==> config.mk <==
export PLATFORM = sky130hd
export DESIGN_NAME = nco_holdover_osc
export DESIGN_NICKNAME = d
export VERILOG_FILES = /design/src/rtl/nco_pkg.sv /design/src/rtl/nco_history.sv /design/src/rtl/nco_word_sel.sv /design/src/rtl/nco_phase_acc.sv /design/src/rtl/nco_holdover_osc.sv
export SDC_FILE = /design/constraint.sdc
export NUM_CORES = 1
export LEC_CHECK = 0
export ABC_AREA = 1
export BUFFER_PORTS_ARGS = -buffer_cell sky130_fd_sc_hd__buf_2
export CORE_UTILIZATION = 54
export CTS_CLUSTER_SIZE = 16
export DETAILED_ROUTE_END_ITERATION = 10
export MAX_ROUTING_LAYER = met4
export PLACE_DENSITY_LB_ADDON = 0.1
export SKIP_CTS_REPAIR_TIMING = 1
export SLEW_MARGIN = 20
export SYNTH_ARGS = -nofsm -noshare
export SYNTH_HDL_FRONTEND = slang
export SYNTH_SLANG_ARGS = --single-unit
==> constraint.sdc <==
create_clock -name clk -period 2.98 [get_ports clk]
set_clock_uncertainty 0.15 [all_clocks]
set_input_delay 0.298 -clock clk [delete_from_list [all_inputs] [get_ports clk]]
set_output_delay 0.298 -clock clk [all_outputs]
set_load 0.05 [all_outputs]
==> src/rtl/nco_pkg.sv <==
// Package: shared mode encoding for the holdover oscillator.
// Assumes a two-bit mode select where the top code aliases freerun.
package nco_pkg;
    typedef enum logic [1:0] {
        MODE_TRACK    = 2'b00,
        MODE_HOLD     = 2'b01,
        MODE_FREE     = 2'b10,
        MODE_FREE_ALT = 2'b11
    } osc_mode_e;
endpackage

==> src/rtl/nco_history.sv <==
// Module: correction history with interval timer.
// While cap_en_i is high, a timer counts edges. On the last edge of each
// SAMPLE_CYCLES interval, corr_i is shifted into a HIST_DEPTH-deep history.
// The oldest entry is offered for holdover once the history is full.
// Assumes cap_en_i is high only in tracking mode; otherwise everything holds.
module nco_history #(
    parameter int CORR_W        = 24,
    parameter int HIST_DEPTH    = 2,
    parameter int SAMPLE_CYCLES = 600000
) (
    input  logic                     clk,
    input  logic                     rst_n,
    input  logic                     cap_en_i,
    input  logic signed [CORR_W-1:0] corr_i,
    output logic signed [CORR_W-1:0] old_corr_o,
    output logic                     old_valid_o
);
    localparam int TMR_W  = $clog2(SAMPLE_CYCLES + 1);
    localparam int FILL_W = $clog2(HIST_DEPTH + 1);
    localparam logic [TMR_W-1:0]  TMR_LAST  = TMR_W'(SAMPLE_CYCLES - 1);
    localparam logic [FILL_W-1:0] FILL_FULL = FILL_W'(HIST_DEPTH);

    logic [TMR_W-1:0]         tmr_q;
    logic [FILL_W-1:0]        fill_q;
    logic signed [CORR_W-1:0] hist_q [HIST_DEPTH];
    logic                     sample_now;

    // Purpose: a sample is taken on the last tracking edge of an interval.
    assign sample_now = cap_en_i && (tmr_q == TMR_LAST);

    // Purpose: interval timer, frozen outside tracking mode.
    always_ff @(posedge clk) begin
        if (!rst_n)
            tmr_q <= '0;
        else if (sample_now)
            tmr_q <= '0;
        else if (cap_en_i)
            tmr_q <= tmr_q + 1'b1;
    end

    // Purpose: count captured samples up to the history depth.
    always_ff @(posedge clk) begin
        if (!rst_n)
            fill_q <= '0;
        else if (sample_now && (fill_q != FILL_FULL))
            fill_q <= fill_q + 1'b1;
    end

    // Purpose: newest entry takes the live correction on a sample edge.
    always_ff @(posedge clk) begin
        if (!rst_n)
            hist_q[0] <= '0;
        else if (sample_now)
            hist_q[0] <= corr_i;
    end

    // Purpose: older entries shift one place on each sample edge.
    for (genvar g = 1; g < HIST_DEPTH; g++) begin : g_shift
        always_ff @(posedge clk) begin
            if (!rst_n)
                hist_q[g] <= '0;
            else if (sample_now)
                hist_q[g] <= hist_q[g-1];
        end
    end

    assign old_corr_o  = hist_q[HIST_DEPTH-1];
    assign old_valid_o = (fill_q == FILL_FULL);
endmodule

==> src/rtl/nco_word_sel.sv <==
// Module: applied frequency word selection and clamping.
// Picks the live, stored or zero correction by mode, adds it to the nominal
// centre word and clamps the sum to the legal unsigned word range.
// Purely combinational; assumes CORR_W <= ACC_W + 1.
module nco_word_sel
    import nco_pkg::*;
#(
    parameter int          ACC_W    = 32,
    parameter int          CORR_W   = 24,
    parameter logic [ACC_W-1:0] NOM_WORD = 32'hD1B7_1759
) (
    input  osc_mode_e                mode_i,
    input  logic signed [CORR_W-1:0] live_corr_i,
    input  logic signed [CORR_W-1:0] old_corr_i,
    input  logic                     old_valid_i,
    output logic [ACC_W-1:0]         word_o
);
    localparam int SUM_W = ACC_W + 2;

    logic signed [CORR_W-1:0] corr_sel;
    logic signed [SUM_W-1:0]  corr_ext;
    logic signed [SUM_W-1:0]  sum;

    // Purpose: choose the correction source for the current mode.
    always_comb begin
        unique case (mode_i)
            MODE_TRACK: corr_sel = live_corr_i;
            MODE_HOLD:  corr_sel = old_valid_i ? old_corr_i : '0;
            default:    corr_sel = '0;
        endcase
    end

    // Purpose: add to the centre word and clamp to 0 .. 2^ACC_W-1.
    always_comb begin
        corr_ext = {{(SUM_W-CORR_W){corr_sel[CORR_W-1]}}, corr_sel};
        sum      = $signed({2'b00, NOM_WORD}) + corr_ext;
        if (sum[SUM_W-1])
            word_o = '0;
        else if (sum[ACC_W])
            word_o = '1;
        else
            word_o = sum[ACC_W-1:0];
    end
endmodule

==> src/rtl/nco_phase_acc.sv <==
// Module: phase accumulator.
// Adds the applied word on every master edge, wrapping modulo 2^ACC_W.
// Registers the carry as a one-cycle strobe. The MSB is the output clock.
// Assumes the word is valid every cycle; it is never reset by a mode change.
module nco_phase_acc #(
    parameter int ACC_W = 32
) (
    input  logic             clk,
    input  logic             rst_n,
    input  logic [ACC_W-1:0] word_i,
    output logic             msb_o,
    output logic             carry_o
);
    logic [ACC_W-1:0] acc_q;
    logic [ACC_W:0]   acc_next;

    // Purpose: widened sum exposes the carry out of the accumulator.
    assign acc_next = {1'b0, acc_q} + {1'b0, word_i};

    // Purpose: advance the phase and register the wrap strobe.
    always_ff @(posedge clk) begin
        if (!rst_n) begin
            acc_q   <= '0;
            carry_o <= 1'b0;
        end else begin
            acc_q   <= acc_next[ACC_W-1:0];
            carry_o <= acc_next[ACC_W];
        end
    end

    assign msb_o = acc_q[ACC_W-1];
endmodule

==> src/rtl/nco_holdover_osc.sv <==
// Module: holdover-capable numerically controlled oscillator (top).
// Tracking applies the live correction, holdover replays the older history
// entry, and freerun applies the centre word. The accumulator runs on
// unchanged across mode changes. Assumes a synchronous active-low reset.
module nco_holdover_osc
    import nco_pkg::*;
#(
    parameter int          ACC_W         = 32,
    parameter int          CORR_W        = 24,
    parameter int          SAMPLE_CYCLES = 600000,
    parameter logic [ACC_W-1:0] NOM_WORD = 32'hD1B7_1759
) (
    input  logic                     clk,
    input  logic                     rst_n,
    input  logic [1:0]               mode_i,
    input  logic signed [CORR_W-1:0] corr_i,
    output logic                     clk_o,
    output logic                     wrap_o,
    output logic [ACC_W-1:0]         freq_word_o
);
    localparam int HIST_DEPTH = 2;

    osc_mode_e                mode;
    logic signed [CORR_W-1:0] old_corr;
    logic                     old_valid;

    // Purpose: decode the raw mode pins into the shared enum.
    assign mode = osc_mode_e'(mode_i);

    nco_history #(
        .CORR_W       (CORR_W),
        .HIST_DEPTH   (HIST_DEPTH),
        .SAMPLE_CYCLES(SAMPLE_CYCLES)
    ) u_hist (
        .clk        (clk),
        .rst_n      (rst_n),
        .cap_en_i   (mode == MODE_TRACK),
        .corr_i     (corr_i),
        .old_corr_o (old_corr),
        .old_valid_o(old_valid)
    );

    nco_word_sel #(
        .ACC_W   (ACC_W),
        .CORR_W  (CORR_W),
        .NOM_WORD(NOM_WORD)
    ) u_sel (
        .mode_i     (mode),
        .live_corr_i(corr_i),
        .old_corr_i (old_corr),
        .old_valid_i(old_valid),
        .word_o     (freq_word_o)
    );

    nco_phase_acc #(
        .ACC_W(ACC_W)
    ) u_acc (
        .clk    (clk),
        .rst_n  (rst_n),
        .word_i (freq_word_o),
        .msb_o  (clk_o),
        .carry_o(wrap_o)
    );
endmodule

==> results of run 1 <==
## cells in the final DEF, fill, tap and decap left out, types with 12 or more instances in the layout
cell      netlist  final
nand2_1       288    252
buf_4          11    177
nor2_1        186    160
inv_1         154    150
nand3_1        64     56
dfxtp_1        55     54
a21oi_1        62     49
edfxtp_1       48     48
buf_2           3     39
nand2_2        10     38
nor2_2          8     28
o21ai_0        38     23
ha_4            0     21
o21ai_1        14     19
o21ai_2        10     17
nand4_1        17     17
nor3_1         16     13
a21oi_2         0     12
## worst paths after layout
path	slack [ns]	start	depth (start not counted)	end
worst max-delay path	-0.42	u_hist.fill_q[0]	24	u_acc.acc_q[26]
worst min-delay path	0.10	corr_i[21]	3	u_hist.hist_q[0][21]
worst max register to register	-0.42	u_hist.fill_q[0]	24	u_acc.acc_q[26]
worst min register to register	0.32	u_hist.tmr_q[19]	2	u_hist.tmr_q[19]
## area by class of cell
cell class                      count  area, um2
Sequential cell                   103       2540
Timing Repair Buffer              231       1730
Clock inverter                      7       68.8
Tap cell                          172        215
Fill cell                         927       2670
Inverter                          159        601
Clock buffer                        9        225
Multi-Input combinational cell    808       4820
## power breakdown
part / total (mW) / internal, mW / leakage (nW) / switching [mW]
logic: 3.02 / 1.31 / 3.65 / 1.71
clock network: 1.20 / 0.593 / 0.145 / 0.605
registers: 1.79 / 1.66 / 0.909 / 0.128
total: 6.01 / 3.57 / 4.70 / 2.44
## logic make-up after synthesis
kind of cell               count (synthesis)  share of synthesized area (%)
buffers and inverters                    183                           10.5
and+or+nand+nor                          610                           35.3
adders and majority gates                 30                           5.28
AOI/OAI and AO/OA                        143                           11.4
DFF                                      103                           35.1
xor gates and xnor gates                  19                           2.30
other                                      2                          0.104
## through the flow
| step | TNS, ns | util [%] | setup WS (ns) | hold WS [ns] | cell area [um2] |
|---|---|---|---|---|---|
| finish | -8.40 | 79.2 | -0.420 | 0.101 | 10200 |
| global route | -16.32 | 79.2 | -0.688 | 0.107 | 10200 |
| CTS | -9.27 | 75.4 | -0.463 | 0.0906 | 9710 |
| detailed placement | -8.52 | 73.2 | -0.436 | 0.309 | 9420 |
| global placement | -6.77 | 73.2 | -0.343 | 0.301 | 9420 |
| floorplan | -4.56 | - | -0.261 | 0.286 | 7830 |
## flip-flops by register name, summed over array words and instances (netlist names)
| register | count |
|---|---|
| u_hist.hist_q | 48 |
| u_acc.acc_q | 32 |
| u_hist.fill_q | 2 |
| u_hist.tmr_q | 20 |
| u_acc.carry_o | 1 |
## critical path, delay by kind of cell, from the launching register on
| kind | cells | cell delay [ns] |
|---|---|---|
| simple gates | 14 | 1.22 |
| buf+inv | 5 | 0.63 |
| fa+ha+maj | 2 | 0.44 |
| compound gates | 2 | 0.36 |
| flops | 1 | 0.31 |
| xor+xnor | 1 | 0.19 |
## per-layer routing
metal  GRT usage (%)  wire [um]
met5               -          0
met3            5.04        801
met2            50.6      10000
met1            37.0       9240
met4            10.7        629
==> impl_metrics.env, run 1 <==
export IMPL_std_cell_rows=41
export IMPL_ys_ff_latch=103
export IMPL_synth_cell_types=43
export IMPL_synth_cells=1090
export IMPL_clock_fmax_mhz=294
export IMPL_dr_pass1_iters=5
export IMPL_violations="negative setup slack"
export IMPL_p_total_mw=6.01
export IMPL_synth_flop_cell="dfxtp_1"
export IMPL_drt_wl_total_mm=20.7
export IMPL_port_buffers=55
export IMPL_clk_pin_slew_worst_paths_ns=0.07
export IMPL_max_cap_violations=0
export IMPL_synth_area_um2=7250
export IMPL_hold_class="in2reg"
export IMPL_drt_iter0_markers=523
export IMPL_netlist_top_cells_area="edfxtp_1 (20%), dfxtp_1 (15%), nand2_1 (15%)"
export IMPL_yosysTopAreaCell="edfxtp_1"
export IMPL_worstPathArrival_ns=3.51
export IMPL_irDropWorstVdd_uv=467
export IMPL_synth_async_sr_flop_share_pct=0
export IMPL_finalCritPeriodShare_pct=114
export IMPL_area_growth_pct=40.7
export IMPL_path_class="reg2reg"
export IMPL_num_vias=7698
export IMPL_ant_nets=0
export IMPL_grt_usage_pct=30.3
export IMPL_critPathMostFrequentCell="nand2_1"
export IMPL_dp_cells=1462
export IMPL_cts_root_buffer_cell="clkbuf_16"
export IMPL_stdcell_count=1489
export IMPL_final_nets=1370
export IMPL_grt_overflow=0
export IMPL_cp_slowest_cell="dfxtp_1"
export IMPL_grt_pass1_wl_mm=32.7
export IMPL_worst_slack_ns=-0.420
export IMPL_drc=0
export IMPL_pin_count=62
export IMPL_startpoint_type="register"
export IMPL_clockBufferDepth=2
export IMPL_crit_path_end_kind="register"
export IMPL_outcome="finished, violations left"
export IMPL_cts_max_level=3
export IMPL_cpPeakStageDelay_ns=0.31
export IMPL_wl_per_cell_um=13.9
export IMPL_drive_gt1_share_pct=32.2
export IMPL_finalSetupViolations=31
export IMPL_cts_tree="done"
export IMPL_antenna_cells=0
export IMPL_yosysMostFrequentCell="nand2_1"
export IMPL_cellPowerDensity_nw_per_um2=589
export IMPL_avgSynthCellArea_um2=6.65
export IMPL_start_util_pct=56.3
export IMPL_timing_final_crit_period_ns=3.40
export IMPL_die_h_um=118
export IMPL_yosysTopAreaCellShare_pct=19.9
export IMPL_maxSlewViolCount=0
export IMPL_synth_edf_count=48
export IMPL_core_um2=12900
export IMPL_antenna_found_initial=0
export IMPL_hold_violations=0
export IMPL_ys_seq_area_share_pct=35.1
export IMPL_cts_sinks=103
export IMPL_critPathRequiredTime_ns=3.09
export IMPL_worstSkewPairLatency_ns=0.37
export IMPL_dp_hpwl_mm=15.5
export IMPL_rsz0062_at_grt="yes"
export IMPL_place_congestion=0.951
export IMPL_total_leakage_power_nw=4.70
export IMPL_grt_pass1_vias=7238
export IMPL_grt_start_max_net_pins=49
export IMPL_cp_max_fo=9
export IMPL_worstPathCellList="inv_2, ha_4, buf_6, nand2_1, o21ai_4, nand2_4, nor2_4, nand2_2, nand2_2, nand2_1, nand2_2, buf_4, xor2_4, ha_4, nand2_1, buf_4, nor2_2, buf_4, a21boi_2, nor2_1, nor2_1, nand3_1, nand2_1, nor2_1"
export IMPL_ys_warnings_count=0
export IMPL_die_x_um=118
export IMPL_vias_per_cell=5.17
export IMPL_synthTopCellsByCount="nand2_1 (288), nor2_1 (186), inv_1 (154), nand3_1 (64), a21oi_1 (62)"
export IMPL_dieArea_um2=13900
export IMPL_cts_buffers=9
(Power assumes the default switching activity.)
==> inputs of run 2 (changes only) <==
--- a/config.mk
+++ b/config.mk
@@ -7,11 +7,12 @@
 export LEC_CHECK = 0
 export ABC_AREA = 1
 export BUFFER_PORTS_ARGS = -buffer_cell sky130_fd_sc_hd__buf_2
-export CORE_UTILIZATION = 54
+export CORE_UTILIZATION = 40
 export CTS_CLUSTER_SIZE = 16
 export DETAILED_ROUTE_END_ITERATION = 10
 export MAX_ROUTING_LAYER = met4
 export PLACE_DENSITY_LB_ADDON = 0.1
+export SETUP_SLACK_MARGIN = 0.3
 export SKIP_CTS_REPAIR_TIMING = 1
 export SLEW_MARGIN = 20
 export SYNTH_ARGS = -nofsm -noshare
==> impl_metrics.env, run 2 (synthesis results as in run 1) <==
export IMPL_hold_violations=0
export IMPL_cp_max_fo=6
export IMPL_grt_start_max_net_pins=50
export IMPL_drt_iter0_markers=284
export IMPL_drt_wl_total_mm=21.9
export IMPL_cts_buffers=9
export IMPL_dieArea_um2=18700
export IMPL_max_cap_violations=0
export IMPL_std_cell_rows=48
export IMPL_die_h_um=137
export IMPL_core_um2=17500
export IMPL_ant_nets=0
export IMPL_utilization_pct=64.8
export IMPL_dp_hpwl_mm=16.4
export IMPL_grt_usage_pct=24.0
export IMPL_grt_overflow=0
export IMPL_place_ws_ns=-0.571
export IMPL_wl_per_cell_um=14.0
export IMPL_cellPowerDensity_nw_per_um2=570
export IMPL_grt_pass1_vias=7035
export IMPL_top_register="u_hist.hist_q"
export IMPL_total_leakage_power_nw=5.11
export IMPL_rr_startpoint="u_hist.fill_q[0]"
export IMPL_drive_gt1_share_pct=42.0
export IMPL_min_from="corr_i[16]"
export IMPL_violations="negative setup slack"
export IMPL_setup_tns_final_ns=-8.44
export IMPL_cts_root_buffer_cell="clkbuf_16"
export IMPL_timing_rr_end="u_acc.acc_q[24]"
export IMPL_critPathRequiredTime_ns=3.10
export IMPL_critPathLaunch="u_hist.fill_q[0]"
export IMPL_pin_count=62
export IMPL_fin_area_um2=11300
export IMPL_maxSlewViolCount=0
export IMPL_area_growth_pct=56.3
export IMPL_clock_fmax_mhz=290
export IMPL_largest_reg_flops=48
export IMPL_timing_final_crit_period_ns=3.45
export IMPL_rsz0062_at_grt="yes"
export IMPL_port_buffers=55
export IMPL_num_vias=7584
export IMPL_worst_slack_ns=-0.468
export IMPL_layout_common_cells="nand2_1 (191), buf_4 (173), nor2_1 (147), inv_1 (143), nand2_2 (80)"
export IMPL_clockBufferDepth=2
export IMPL_die_x_um=137
export IMPL_hold_class="in2reg"
export IMPL_cts_max_level=3
export IMPL_irDropWorstVdd_uv=501
export IMPL_final_nets=1394
export IMPL_antenna_cells=0
export IMPL_layout_commonest_cell="nand2_1"
export IMPL_worstSetupEndpoint="u_acc.acc_q[24]"
export IMPL_crit_path_end_kind="register"
export IMPL_outcome="finished, violations left"
export IMPL_cts_tree="done"
export IMPL_worstSkewPairLatency_ns=0.37
export IMPL_grt_pass1_wl_mm=33.5
export IMPL_dp_cells=1511
export IMPL_worstRegToRegCells=26
export IMPL_path_class="reg2reg"
export IMPL_finalCritPeriodShare_pct=116
export IMPL_r2r_setup_slack_ns=-0.47
export IMPL_vias_per_cell=4.84
export IMPL_cts_sinks=103
export IMPL_drc=0
export IMPL_start_util_pct=41.5
export IMPL_reg_top3="u_hist.hist_q x48, u_acc.acc_q x32, u_hist.tmr_q x20"
export IMPL_place_area_um2=9480
export IMPL_startpoint_type="register"
export IMPL_worstPathArrival_ns=3.57
export IMPL_place_congestion=0.940
export IMPL_antenna_found_initial=0
export IMPL_finalSetupViolations=31
export IMPL_clk_pin_slew_worst_paths_ns=0.08
export IMPL_stdcell_count=1566
export IMPL_dr_pass1_iters=5
-- run 2: cell types whose count changed in the layout (fill, tap and decap cells not counted), moves of 10 or more --
| cell | delta |
|---|---|
| nand2_1 | -61 |
| nand2_2 | +42 |
| buf_6 | +21 |
| nand2_4 | +19 |
| nor2_1 | -13 |
| a21oi_1 | -10 |
-- run 2: critical path: stages, from the launching register on --
cell and delay (ns):
dfxtp_2 0.32, inv_2 0.06, ha_4 0.20, buf_12 0.16, nand2_4 0.06, o21ai_4 0.18, ha_4 0.17, nand2_4 0.07
nand2_2 0.09, nand2_2 0.06, nand2_2 0.09, nand2_2 0.07, nand2_4 0.08, nand2_2 0.05, nand2_2 0.08, nand2_4 0.06
ha_4 0.31, nand2_4 0.07, nor2_4 0.13, buf_6 0.12, nand2_4 0.05, nor4_4 0.32, nand2_2 0.14, nand3_2 0.10
nand2_1 0.06, inv_1 0.05, nor2_1 0.04
-- run 2: worst min path at each step --
stage | to | slack (ns) | depth (start not counted)
2_1_floorplan | u_acc.acc_q[9] | 0.29 | 2
3_3_place_gp | u_hist.tmr_q[19] | 0.30 | 2
3_5_place_dp | u_hist.tmr_q[1] | 0.33 | 2
4_1_cts | u_hist.hist_q[0][0] | 0.09 | 3
5_1_grt | u_hist.hist_q[0][18] | 0.09 | 3
6_report | u_hist.hist_q[0][16] | 0.10 | 3
-- run 2: power breakdown --
group	internal, mW	switching, mW
Clock	0.594	0.615
Sequential	1.66	0.135
Combinational	1.56	1.89
Total	3.82	2.65
-- run 2: per-stage QoR --
stage               power (mW)  hold WS, ns
finish                    6.46        0.101
global route              6.86       0.0928
floorplan                 3.45        0.286
CTS                       5.67       0.0914
detailed placement        4.44        0.327
global placement          4.42        0.302
-- run 2: area by class of cell --
class	count	area (um2)
Inverter	159	601
Multi-Input combinational cell	808	5450
Clock inverter	6	60.1
Fill cell	1503	6140
Sequential cell	103	2540
Clock buffer	10	229
Tap cell	225	282
Timing Repair Buffer	255	2170
-- run 2: layer usage --
layer | share of wire [%] | vias to the layer above | track usage (%)
met5 | 0 | - | -
met1 | 46 | 3432 | 30.7
met2 | 48 | 147 | 38.1
met4 | 3.4 | 0 | 9.51
li1 | - | 3957 | -
met3 | 3.0 | 48 | 3.52
==> inputs of run 3 (changes only) <==
--- a/config.mk
+++ b/config.mk
@@ -8,6 +8,7 @@
 export ABC_AREA = 1
 export BUFFER_PORTS_ARGS = -buffer_cell sky130_fd_sc_hd__buf_2
 export CORE_UTILIZATION = 40
+export CTS_BUF_LIST = sky130_fd_sc_hd__clkbuf_4 sky130_fd_sc_hd__clkbuf_8
 export CTS_CLUSTER_SIZE = 16
 export DETAILED_ROUTE_END_ITERATION = 10
 export MAX_ROUTING_LAYER = met4
==> impl_metrics.env, run 3 (synthesis results as in run 1) <==
export IMPL_outcome="finished, violations left"
export IMPL_violations="negative setup slack"
export IMPL_port_buffers=55
export IMPL_crit_path_end_kind="register"
export IMPL_rr_startpoint="u_hist.fill_q[0]"
export IMPL_clockBufferDepth=2
export IMPL_core_um2=17500
export IMPL_utilization_pct=64.4
export IMPL_grt_pass1_wl_mm=33.6
export IMPL_layout_commonest_cell="nand2_1"
export IMPL_dr_pass1_iters=4
export IMPL_start_util_pct=41.5
export IMPL_top_register="u_hist.hist_q"
export IMPL_clock_fmax_mhz=294
export IMPL_drive_gt1_share_pct=42.6
export IMPL_cellPowerDensity_nw_per_um2=544
export IMPL_fillers=1511
export IMPL_clk_pin_slew_worst_paths_ns=0.12
export IMPL_die_x_um=137
export IMPL_total_leakage_power_nw=5.08
export IMPL_irDropWorstVdd_uv=500
export IMPL_maxSlewViolCount=0
export IMPL_antenna_cells=0
export IMPL_drc=0
export IMPL_drt_iter0_markers=314
export IMPL_grt_overflow=0
export IMPL_cts_root_buffer_cell="clkbuf_8"
export IMPL_drt_wl_total_mm=22.0
export IMPL_cts_max_level=3
export IMPL_num_vias=7537
export IMPL_worst_slack_ns=-0.421
export IMPL_worstPathArrival_ns=3.59
export IMPL_min_from="corr_i[16]"
export IMPL_std_cell_rows=48
export IMPL_startpoint_type="register"
export IMPL_timing_final_crit_period_ns=3.40
export IMPL_dp_hpwl_mm=16.4
export IMPL_hold_class="in2reg"
export IMPL_area_growth_pct=55.3
export IMPL_grt_start_max_net_pins=50
export IMPL_pin_count=62
export IMPL_rsz0062_at_grt="yes"
export IMPL_ant_nets=0
export IMPL_grt_pass1_vias=7017
export IMPL_dieArea_um2=18700
export IMPL_cpPeakStageDelay_ns=0.33
export IMPL_place_congestion=0.940
export IMPL_finalCritPeriodShare_pct=114
export IMPL_finalSetupViolations=35
export IMPL_reg_top3="u_hist.hist_q x48, u_acc.acc_q x32, u_hist.tmr_q x20"
export IMPL_worstPathCellList="inv_2, ha_4, buf_12, nand2_4, o21ai_4, ha_4, nand2_4, nand2_2, nand2_2, nand2_2, nand2_2, nand2_4, buf_6, buf_12, xor2_4, ha_4, nand2_4, nor2_4, nand2_1, inv_2, nand4_1, nand3_2, o21ai_1, a21oi_1"
export IMPL_worstSkewPairLatency_ns=0.41
export IMPL_path_class="reg2reg"
export IMPL_cts_tree="done"
export IMPL_largest_reg_flops=48
export IMPL_antenna_found_initial=0
export IMPL_place_ws_ns=-0.571
export IMPL_die_h_um=137
export IMPL_final_nets=1392
export IMPL_vias_per_cell=4.82
export IMPL_grt_usage_pct=24.0
export IMPL_cts_sinks=103
export IMPL_wl_per_cell_um=14.0
export IMPL_layout_common_cells="nand2_1 (191), buf_4 (174), nor2_1 (148), inv_1 (139), nand2_2 (80)"
export IMPL_critPathRequiredTime_ns=3.17
export IMPL_cp_max_fo=6
export IMPL_cts_buffers=9
export IMPL_critPathLaunch="u_hist.fill_q[0]"
export IMPL_max_cap_violations=0
export IMPL_p_total_mw=6.13
export IMPL_cp_slowest_cell="dfxtp_2"
export IMPL_hold_violations=0
[run 3: worst paths after layout]
kind	cells after the start	to	slack, ns
setup / recovery	24	u_acc.acc_q[19]	-0.42
hold / removal	3	u_hist.hist_q[0][16]	0.06
setup reg to reg	24	u_acc.acc_q[19]	-0.42
hold reg to reg	2	u_hist.tmr_q[1]	0.34
[run 3: cell type report]
type / instances / area, um2 / share of cell area (%)
multi-input combinational: 808 / 5500 / 48.9
sequential: 103 / 2540 / 22.6
timing repair buffer: 253 / 2140 / 19.0
inverter: 159 / 601 / 5.33
tap: 225 / 282 / 2.50
clock buffer: 10 / 131 / 1.17
clock inverter: 6 / 60.1 / 0.533
[run 3: routing by layer]
metal  wire length [um]  share of wire (%)  track usage (%)
met5                  0                  0                -
met4                581                2.6             9.01
met3                627                2.9             3.30
met2              10700                 49             38.4
met1              10000                 46             30.7
[run 3: report_power, final]
group          internal, mW  total (mW)  switching, mW
Combinational          1.53        3.41           1.88
Sequential             1.66        1.80          0.135
Clock                 0.340       0.922          0.582
[run 3: critical path, delay by kind of cell, from the launching register on]
family	cells	cell delay, ns
adder cells (fa/ha/maj)	3	0.59
flip-flops	1	0.33
buffers and inverters	5	0.48
AND/OR/NAND/NOR	12	1.21
XOR/XNOR	1	0.19
AO/OA/AOI/OAI	3	0.37
[run 3: stage by stage]
stage          instance area [um2]  setup TNS [ns]  cells  hold WS [ns]
5_1_grt                      11300          -15.33   1564        0.0464
6_report                     11300           -8.78   1564        0.0572
3_5_place_dp                  9480           -9.21   1511         0.327
2_1_floorplan                 7830           -4.56   1094         0.286
3_3_place_gp                  9480           -8.47   1511         0.302
4_1_cts                       9670          -11.91   1527        0.0396
